<file path="config.mk">
export PLATFORM = sky130hd
export DESIGN_NAME = ps2if_top
export DESIGN_NICKNAME = d
export VERILOG_FILES = /design/src/rtl/ps2if_pkg.sv /design/src/rtl/ps2if_decode.sv /design/src/rtl/ps2if_rx.sv /design/src/rtl/ps2if_ctrl.sv /design/src/rtl/ps2if_top.sv
export SDC_FILE = /design/constraint.sdc
export NUM_CORES = 1
export LEC_CHECK = 0
export BUFFER_PORTS_ARGS = -buffer_cell sky130_fd_sc_hd__buf_2
export CAP_MARGIN = 20
export CELL_PAD_IN_SITES_DETAIL_PLACEMENT = 0
export CELL_PAD_IN_SITES_GLOBAL_PLACEMENT = 2
export CORE_MARGIN = 3
export CORE_UTILIZATION = 36
export DETAILED_ROUTE_END_ITERATION = 10
export GPL_ROUTABILITY_DRIVEN = 1
export PLACE_DENSITY_LB_ADDON = 0.1
export SLEW_MARGIN = 20
export SYNTH_ARGS = -nofsm -noshare
export SYNTH_HDL_FRONTEND = slang
export SYNTH_SLANG_ARGS = --single-unit
</file>
<file path="constraint.sdc">
create_clock -name clk_i -period 1.58 [get_ports clk_i]
set_input_delay 0 -clock clk_i [delete_from_list [all_inputs] [get_ports clk_i]]
set_output_delay 0 -clock clk_i [all_outputs]
set_load 0.01 [all_outputs]
</file>
<file path="src/rtl/ps2if_pkg.sv">
package ps2if_pkg;
  typedef enum logic [2:0] {
    RI_CTRL  = 3'd0,
    RI_STAT  = 3'd1,
    RI_DATA  = 3'd2,
    RI_CDIV  = 3'd3,
    RI_ISTAT = 3'd4,
    RI_ID    = 3'd5,
    RI_NONE  = 3'd7
  } reg_idx_e;

  localparam int ST_TXE_BIT  = 6;
  localparam int ST_RXF_BIT  = 4;
  localparam int ST_PAR_BIT  = 2;
  localparam int IS_ONE_BIT  = 1;
  localparam int IS_RX_BIT   = 0;
  localparam int CR_RXIE_BIT = 4;
  localparam int CR_TXIE_BIT = 3;
  localparam int ID_BYTES    = 32;

  function automatic logic [7:0] id_byte(input logic [2:0] n);
    case (n)
      3'd0:    return 8'h50;
      3'd1:    return 8'h10;
      3'd2:    return 8'h04;
      3'd3:    return 8'h00;
      3'd4:    return 8'h0D;
      3'd5:    return 8'hF0;
      3'd6:    return 8'h05;
      default: return 8'hB1;
    endcase
  endfunction
endpackage

</file>
<file path="src/rtl/ps2if_decode.sv">
module ps2if_decode
  import ps2if_pkg::*;
#(
  parameter int ADDR_W = 12
) (
  input  logic              sel_i,
  input  logic              we_i,
  input  logic [ADDR_W-1:0] addr_i,
  output reg_idx_e          idx_o,
  output logic [2:0]        id_n_o,
  output logic              ctrl_we_o,
  output logic              cdiv_we_o,
  output logic              tx_we_o,
  output logic              data_rd_o
);
  localparam int WIDX_W = ADDR_W - 2;
  localparam logic [ADDR_W-1:0] ID_BASE = ADDR_W'((1 << ADDR_W) - ID_BYTES);

  logic [WIDX_W-1:0] widx;
  logic              unused_lsb;

  assign widx       = addr_i[ADDR_W-1:2];
  assign unused_lsb = ^addr_i[1:0];
  assign id_n_o     = addr_i[4:2];

  always_comb begin
    if (addr_i >= ID_BASE) begin
      idx_o = RI_ID;
    end else begin
      case (widx)
        WIDX_W'(0): idx_o = RI_CTRL;
        WIDX_W'(1): idx_o = RI_STAT;
        WIDX_W'(2): idx_o = RI_DATA;
        WIDX_W'(3): idx_o = RI_CDIV;
        WIDX_W'(4): idx_o = RI_ISTAT;
        default:    idx_o = RI_NONE;
      endcase
    end
  end

  assign ctrl_we_o = sel_i &  we_i & (idx_o == RI_CTRL);
  assign cdiv_we_o = sel_i &  we_i & (idx_o == RI_CDIV);
  assign tx_we_o   = sel_i &  we_i & (idx_o == RI_DATA);
  assign data_rd_o = sel_i & ~we_i & (idx_o == RI_DATA);
endmodule

</file>
<file path="src/rtl/ps2if_rx.sv">
module ps2if_rx #(
  parameter int BYTE_W = 8
) (
  input  logic              clk_i,
  input  logic              rst_ni,
  input  logic              data_rd_i,
  input  logic [BYTE_W-1:0] rx_byte_i,
  input  logic              rx_avail_i,
  output logic              rx_pop_o,
  output logic [BYTE_W-1:0] rd_byte_o,
  output logic              parity_o
);
  logic [BYTE_W-1:0] last_q;

  assign rx_pop_o  = data_rd_i & rx_avail_i;
  assign rd_byte_o = rx_pop_o ? rx_byte_i : last_q;
  assign parity_o  = ^last_q;

  always_ff @(posedge clk_i or negedge rst_ni) begin
    if (!rst_ni)       last_q <= '0;
    else if (rx_pop_o) last_q <= rx_byte_i;
  end

  p_pop_needs_avail_r4: assert property (@(posedge clk_i) disable iff (!rst_ni)
    rx_pop_o |-> rx_avail_i);
  p_pop_capture_r4: assert property (@(posedge clk_i) disable iff (!rst_ni)
    rx_pop_o |=> last_q == $past(rx_byte_i));
  p_last_hold_r5: assert property (@(posedge clk_i) disable iff (!rst_ni)
    !rx_pop_o |=> $stable(last_q));
endmodule

</file>
<file path="src/rtl/ps2if_ctrl.sv">
module ps2if_ctrl
  import ps2if_pkg::*;
#(
  parameter int DATA_W = 32,
  parameter int BYTE_W = 8
) (
  input  logic              clk_i,
  input  logic              rst_ni,
  input  logic              ctrl_we_i,
  input  logic              cdiv_we_i,
  input  logic              tx_we_i,
  input  logic [DATA_W-1:0] wdata_i,
  input  logic              rx_avail_i,
  output logic [DATA_W-1:0] ctrl_o,
  output logic [DATA_W-1:0] cdiv_o,
  output logic [BYTE_W-1:0] tx_byte_o,
  output logic              tx_valid_o,
  output logic              irq_o
);
  logic [DATA_W-1:0] ctrl_q, cdiv_q;
  logic [BYTE_W-1:0] tx_q;
  logic              txv_q;

  always_ff @(posedge clk_i or negedge rst_ni) begin
    if (!rst_ni) begin
      ctrl_q <= '0;
      cdiv_q <= '0;
      tx_q   <= '0;
      txv_q  <= 1'b0;
    end else begin
      if (ctrl_we_i) ctrl_q <= wdata_i;
      if (cdiv_we_i) cdiv_q <= wdata_i;
      if (tx_we_i)   tx_q   <= wdata_i[BYTE_W-1:0];
      txv_q <= tx_we_i;
    end
  end

  // transmit side never fills, so its enable alone raises the line
  assign irq_o      = ctrl_q[CR_TXIE_BIT] | (ctrl_q[CR_RXIE_BIT] & rx_avail_i);
  assign ctrl_o     = ctrl_q;
  assign cdiv_o     = cdiv_q;
  assign tx_byte_o  = tx_q;
  assign tx_valid_o = txv_q;

  p_tx_strobe_r8: assert property (@(posedge clk_i) disable iff (!rst_ni)
    tx_we_i |=> tx_valid_o && tx_byte_o == $past(wdata_i[BYTE_W-1:0]));
  p_tx_quiet_r8: assert property (@(posedge clk_i) disable iff (!rst_ni)
    !tx_we_i |=> !tx_valid_o);
  p_ctrl_hold_r10: assert property (@(posedge clk_i) disable iff (!rst_ni)
    !ctrl_we_i |=> $stable(ctrl_o));
  p_cdiv_hold_r10: assert property (@(posedge clk_i) disable iff (!rst_ni)
    !cdiv_we_i |=> $stable(cdiv_o));
  p_irq_quiet_r6: assert property (@(posedge clk_i) disable iff (!rst_ni)
    (!ctrl_o[CR_TXIE_BIT] && !rx_avail_i) |-> !irq_o);
endmodule

</file>
<file path="src/rtl/ps2if_top.sv">
module ps2if_top
  import ps2if_pkg::*;
#(
  parameter int ADDR_W = 12,
  parameter int DATA_W = 32,
  parameter int BYTE_W = 8
) (
  input  logic              clk_i,
  input  logic              rst_ni,
  input  logic              bus_sel_i,
  input  logic              bus_we_i,
  input  logic [ADDR_W-1:0] bus_addr_i,
  input  logic [DATA_W-1:0] bus_wdata_i,
  output logic [DATA_W-1:0] bus_rdata_o,
  output logic              bus_rvalid_o,
  input  logic [BYTE_W-1:0] rx_byte_i,
  input  logic              rx_avail_i,
  output logic              rx_pop_o,
  output logic [BYTE_W-1:0] tx_byte_o,
  output logic              tx_valid_o,
  output logic              irq_o
);
  reg_idx_e          idx;
  logic [2:0]        id_n;
  logic              ctrl_we, cdiv_we, tx_we, data_rd, parity;
  logic [BYTE_W-1:0] rd_byte;
  logic [DATA_W-1:0] ctrl, cdiv, status, istat, rd_mux, rdata_q;
  logic              rvalid_q;

  ps2if_decode #(.ADDR_W(ADDR_W)) i_decode (
    .sel_i(bus_sel_i), .we_i(bus_we_i), .addr_i(bus_addr_i),
    .idx_o(idx), .id_n_o(id_n), .ctrl_we_o(ctrl_we), .cdiv_we_o(cdiv_we),
    .tx_we_o(tx_we), .data_rd_o(data_rd)
  );

  ps2if_rx #(.BYTE_W(BYTE_W)) i_rx (
    .clk_i, .rst_ni, .data_rd_i(data_rd), .rx_byte_i, .rx_avail_i,
    .rx_pop_o, .rd_byte_o(rd_byte), .parity_o(parity)
  );

  ps2if_ctrl #(.DATA_W(DATA_W), .BYTE_W(BYTE_W)) i_ctrl (
    .clk_i, .rst_ni, .ctrl_we_i(ctrl_we), .cdiv_we_i(cdiv_we), .tx_we_i(tx_we),
    .wdata_i(bus_wdata_i), .rx_avail_i, .ctrl_o(ctrl), .cdiv_o(cdiv),
    .tx_byte_o, .tx_valid_o, .irq_o
  );

  always_comb begin
    status = '0;
    status[ST_TXE_BIT] = 1'b1;
    status[ST_RXF_BIT] = rx_avail_i;
    status[ST_PAR_BIT] = parity;
    istat = '0;
    istat[IS_ONE_BIT] = 1'b1;
    istat[IS_RX_BIT]  = rx_avail_i;
  end

  always_comb begin
    case (idx)
      RI_CTRL:  rd_mux = ctrl;
      RI_STAT:  rd_mux = status;
      RI_DATA:  rd_mux = DATA_W'(rd_byte);
      RI_CDIV:  rd_mux = cdiv;
      RI_ISTAT: rd_mux = istat;
      RI_ID:    rd_mux = DATA_W'(id_byte(id_n));
      default:  rd_mux = '0;
    endcase
  end

  always_ff @(posedge clk_i or negedge rst_ni) begin
    if (!rst_ni) begin
      rdata_q  <= '0;
      rvalid_q <= 1'b0;
    end else begin
      rvalid_q <= bus_sel_i & ~bus_we_i;
      if (bus_sel_i && !bus_we_i) rdata_q <= rd_mux;
    end
  end

  assign bus_rdata_o  = rdata_q;
  assign bus_rvalid_o = rvalid_q;

  p_rvalid_r11: assert property (@(posedge clk_i) disable iff (!rst_ni)
    (bus_sel_i && !bus_we_i) |=> bus_rvalid_o);
  p_rvalid_idle_r11: assert property (@(posedge clk_i) disable iff (!rst_ni)
    !(bus_sel_i && !bus_we_i) |=> !bus_rvalid_o);
  p_pop_is_data_read_r4: assert property (@(posedge clk_i) disable iff (!rst_ni)
    rx_pop_o |-> (bus_sel_i && !bus_we_i && idx == RI_DATA));
endmodule

</file>
# After elaboration in Yosys (flattened, before gate mapping)
# Index checks and enable logic that the tools add are counted.
[word_totals]
reg_bits = 114
output_inout_bits = 44
[classes]
magnitude_cmp = 1
n_eq_ne = 15
n_mux = 5
n_bitwise = 10
reduce_logical = 6
[op_table]
columns = ["operator", "count"]
rows = [
  ["case mux 32 bit (6 select lines)", 1],
  ["case mux 8 bit (7 select lines)", 1],
  ["== test 10 x 2 -> 1 bit (second input constant)", 2],
  ["== test 3 bit (second input constant)", 5],
  ["case mux 3 bit (5 select lines)", 1],
  ["== test 3 x 2 -> 1 bit (second input constant)", 4],
  ["greater-or-equal comparator 12 bit (second input constant)", 1],
  ["== test 10 x 1 -> 1 bit (second input constant)", 1],
  ["== test 10 x 3 -> 1 bit (second input constant)", 1],
  ["logical NOT 10 bit", 1],
  ["AND 1 bit", 8],
  ["2-to-1 mux 8 bit", 1],
  ["parity 8 bit", 1],
  ["== test 3 x 1 -> 1 bit (second input constant)", 2],
  ["logical NOT 3 bit", 2],
  ["2-to-1 mux 3 bit", 1],
  ["logical AND 1 bit", 1],
  ["logical NOT 1 bit", 1],
  ["NOT 1 bit", 1],
  ["bitwise OR 1 bit", 1],
]

# Logic depth before layout (Yosys ltp)
[depth]
word_depth = 8
depth_mapped = 7

# Cells and area by module
# A second synthesis with hierarchy kept.
[hier_totals]
hier_cells = 384
hier_area_um2 = 5227.5
[modules_own_cells]
columns = ["mod", "n_inst", "cells_each", "area_per_inst_um2", "seq_area_each_um2"]
rows = [
  ["ps2if_ctrl", 1, 155, 3017.9, 1826.8],
  ["ps2if_top", 1, 182, 1694.1, 825.8],
  ["ps2if_rx", 1, 25, 361.6, 200.2],
  ["ps2if_decode", 1, 22, 153.9, 0.0],
]

# Worst setup path after synthesis
# No wires, ideal clock.
[synth_path]
kind = "input to register"
startpoint = "input bus_addr_i[9]"
endpoint = "register i_ctrl.ctrl_q[10] (netlist: i_ctrl.ctrl_o[10])"
setup_time_ns = 0.128
arrival_ns = 1.588
required_ns = 1.452
slack_ns = -0.136
stages = 5
cell_sequence = "or4_1 nor4b_4 nand3_2 buf_2 mux2_1"
[synth_between]
elab_chain_len = 5
[synth_lines]
columns = ["element", "line_no", "rtl"]
rows = [
  ["start, declared", "ps2if_top.sv:12", "input logic [ADDR_W-1:0] bus_addr_i,"],
  ["parallel branches: the longest is 2 deep, another holds greater-or-equal comparator 12 bit", "-", ""],
  ["2-to-1 mux 3 bit (*)", "ps2if_decode.sv:27", "if (addr_i >= ID_BASE) begin"],
  ["logical NOT 3 bit (*)", "ps2if_decode.sv:41", "assign ctrl_we_o = sel_i & we_i & (idx_o == RI_CTRL);"],
  ["AND 1 bit (*)", "ps2if_decode.sv:41", ""],
  ["end signal, assigned", "ps2if_ctrl.sv:31", "if (ctrl_we_i) ctrl_q <= wdata_i;"],
  ["end, declared", "ps2if_ctrl.sv:20", "logic [DATA_W-1:0] ctrl_q, cdiv_q;"],
]
# Mark *: on every way between the ends.
# A chain may end at the register's enable or synchronous reset.

# Worst setup path in the final report
[layout_path]
startpoint = "register i_rx.last_q[2]"
endpoint = "register rdata_q[2] (netlist: bus_rdata_o[2])"
[layout_between]
elab_chain_len = 2
[layout_lines]
columns = ["element", "line_no", "rtl"]
rows = [
  ["start, declared", "ps2if_rx.sv:13", "logic [BYTE_W-1:0] last_q;"],
  ["start signal, assigned", "ps2if_rx.sv:21", "else if (rx_pop_o) last_q <= rx_byte_i;"],
  ["parity 8 bit / 2-to-1 mux 8 bit (equally long branches)", "-", ""],
  ["case mux 32 bit (6 select lines) (*)", "ps2if_top.sv:58", "case (idx)"],
  ["end signal, assigned", "ps2if_top.sv:75", "if (bus_sel_i && !bus_we_i) rdata_q <= rd_mux;"],
  ["end, declared", "ps2if_top.sv:27", "logic [DATA_W-1:0] ctrl, cdiv, status, istat, rd_mux, rdata_q;"],
]
# Every way passes the cells marked *; elsewhere a longest branch is shown, timed or not.

==> impl_metrics.json <==
{
  "placed_cells": 671,
  "worstMarginPinSlew_ns": 0.367,
  "portBuffers": 98,
  "start_kind": "flip-flop",
  "drt_wl_total_um": 12400,
  "die_area_um2": 15000,
  "grt_max_degree": 61,
  "combinationalPowerShare_pct": 5.3,
  "yosysTopAreaCell": "dfrtp_1",
  "via_per_inst": 4.98,
  "num_rows": 41,
  "final.setup.worst_slack_ns": 0.0363,
  "async_flop_share_pct": 100,
  "clkLatencyLatePin_ns": 0.40,
  "start_util_pct": 37.7,
  "skew_ns": 0.00424,
  "slowest_delay_ns": 0.42,
  "syn_avg_cell_area_um2": 12.7,
  "rsz0062_at_grt": "yes",
  "hpwl_um": 8650,
  "io-pin-count": 101,
  "yosysMostFrequentCell": "dfrtp_1",
  "multi_input_area_um2": 1980,
  "cts_tree": "done",
  "crit_family": "XOR/XNOR gates",
  "seq_area_frac_synth_pct": 58.5,
  "period_minus_slack_ns": 1.54,
  "antenna_found_initial": 0,
  "sequentialPowerShare_pct": 42.0,
  "synth_top_area_share_pct": 58.5,
  "cts_num_sinks": 114,
  "critPathRequiredTime_ns": 1.90,
  "clock.fmax_mhz": 648,
  "crit_buf_inv": 0,
  "cts_max_path_buffers": 2,
  "syn_area_um2": 4870,
  "timing.setup.tns_ns": 0,
  "drc": 0,
  "dieWidth_um": 122,
  "final_layout_size_suffix_gt1_share_pct": 40.8,
  "worst_hold_path_type": "in -> reg",
  "maxSlewHeadroom_pct": 75.5,
  "root_buffer": "clkbuf_16",
  "status": "finished clean",
  "worstPathMaxFanout": 2,
  "max-vdd-ir-drop_uv": 718,
  "final_cells": 748,
  "synth_warnings": 0,
  "critPathCaptureType": "flip-flop",
  "crit_chain": "xnor2_2 > xnor2_1 > xnor2_1 > or4_1 > a32oi_1",
  "path_class": "reg -> reg",
  "synth_edf_count": 0,
  "ys_top_cells_by_area": "dfrtp_1 59%, mux2_2 11%, mux2_1 7.2%",
  "synth_cells": 384,
  "fill_cells": 1185,
  "dr_total_vias": 3724,
  "grt_pass1_vias": 3899,
  "gr-total-overflow": 0,
  "clkTransAtPathRegs_ns": 0.05,
  "internal_power_mw": 5.56,
  "synth_commonest_cells": "114 x dfrtp_1, 49 x mux2_2, 34 x nand2_1",
  "p_per_area_nw_per_um2": 1010,
  "h-tree-depth": 4,
  "area_growth_pct": 42.6,
  "synth_cell_type_count": 37,
  "setup_viol": 0,
  "synth_fp_nets": 441,
  "ys_ff_latch": 114,
  "gp_congestion": 0.830,
  "grt_use_total_pct": 17.9,
  "switching_share_pct": 20.8,
  "netSwitchingPower_mw": 1.46,
  "drtAntennaViolNets": 0,
  "drtPass1Iterations": 4,
  "p_clk_share_pct": 52.7,
  "finalMaxSlewViolations": 0,
  "worst_ep_arrival_time_ns": 1.86,
  "cts_buffers": 17,
  "drtIter0Drc": 230,
  "die_y_um": 122,
  "fin_nets": 620,
  "grt_pass1_wl_um": 20400,
  "max_cap_violations": 0,
  "synth-main-ff-cell": "dfrtp_1",
  "finalCritPeriodShare_pct": 97.7,
  "wl_per_cell_um": 16.6,
  "hold_viol": 0,
  "regArea_um2": 2850,
  "core-area_um2": 12900,
  "cpMostUsedCell": "xnor2_1",
  "crit_path_top_delay_cell": "or4_1",
  "diodes": 0,
  "dp_slack_ns": -0.257,
  "leakagePower_nw": 3.49
}
[tightest hold or removal path: stages]
cell	delay, ns
buf_2	0.18
or4_1	0.15
a32oi_1	0.08
[kinds of logic after synthesis]
| logic type | share of synthesized area [%] |
|---|---|
| flops | 58.5 |
| mux | 20.1 |
| compound gates | 11.0 |
| simple gates | 6.88 |
| buf+inv | 2.23 |
| xor+xnor | 1.26 |
[what timing repair did]
item / 4_1_cts / 5_1_grt
hold buffers: 41 / 0
endpoints found under the setup margin: 1 / 1
endpoints found under the hold margin: 194 / 0
resized for setup: 4 / 0
pin swaps: 5 / 3
buffers inserted: 4 / 0
[cells in the final DEF (no fill, tap or decap), drive strengths merged, types with 2 or more instances in the layout]
master,count
buf,142
a22oi,26
o22ai,2
mux2i,8
or4,2
dfrtp,114
nor3,5
mux2,80
a221oi,4
o31ai,2
a211oi,2
nor2,9
clkinv,6
o21ai,31
a21oi,8
nand2,34
nand3b,2
nand4,2
a21o,3
dlygate4sd3,41
inv,3
nand3,5
xnor2,7
clkbuf,23
bufinv,2
[worst paths after layout]
kind	start	end	slack [ns]	cells past startpoint
worst max-delay path	i_rx.last_q[2]	bus_rdata_o[2]	0.04	5
worst min-delay path	bus_addr_i[4]	bus_rdata_o[2]	0.06	3
worst max register to register	i_rx.last_q[2]	bus_rdata_o[2]	0.04	5
worst min register to register	bus_rdata_o[25]	bus_rdata_o[25]	0.48	2
max in group asynchronous	rst_ni	i_ctrl.cdiv_o[16]	1.14	3
min in group asynchronous	rst_ni	i_ctrl.ctrl_o[10]	0.16	3
[through the flow]
step                area [um^2]  utilization (%)  hold WS, ns  total power [mW]
global route               6950             53.8       0.0768              7.33
floorplan                  4900                -       -0.296              3.07
global placement           5900             45.6       0.0394              3.29
finish                     6950             53.8       0.0612              7.02
CTS                        6950             53.8       0.0487              7.14
detailed placement         5900             45.6       0.0368              3.30
[registers in the layout (all words and copies together), names as in the netlist]
signal             cells
i_ctrl.ctrl_o         32
bus_rdata_o           32
i_ctrl.tx_valid_o      1
i_rx.last_q            8
bus_rvalid_o           1
i_ctrl.cdiv_o         32
i_ctrl.tx_byte_o       8
[area by class of cell]
cell class / count / area share, %
inverter: 3 / 0.162
tap: 172 / 3.10
clock inverter: 9 / 1.51
sequential: 114 / 41.1
timing repair buffer: 183 / 18.8
multi-input combinational: 244 / 28.5
clock buffer: 23 / 6.88
[power by group through the flow]
| stage | sequential, mW | clock [mW] | combinational, mW |
|---|---|---|---|
| final | 2.95 | 3.70 | 0.372 |
| after global routing | 2.95 | 3.96 | 0.414 |
| after CTS | 2.95 | 3.81 | 0.380 |
| after detailed placement | 3.00 | 0 | 0.301 |
| after global placement | 3.00 | 0 | 0.295 |
| after floorplan | 3.00 | 0 | 0.0754 |
[routing by layer]
layer / GRT usage [%] / vias up / part of all wire (%)
li1: - / 1761 / -
met1: 23.9 / 1861 / 45
met2: 28.5 / 91 / 49
met3: 4.70 / 11 / 4.9
met4: 5.88 / 0 / 1.2
met5: 0 / - / 0
Note: power is estimated with default switching activity, not from simulation.
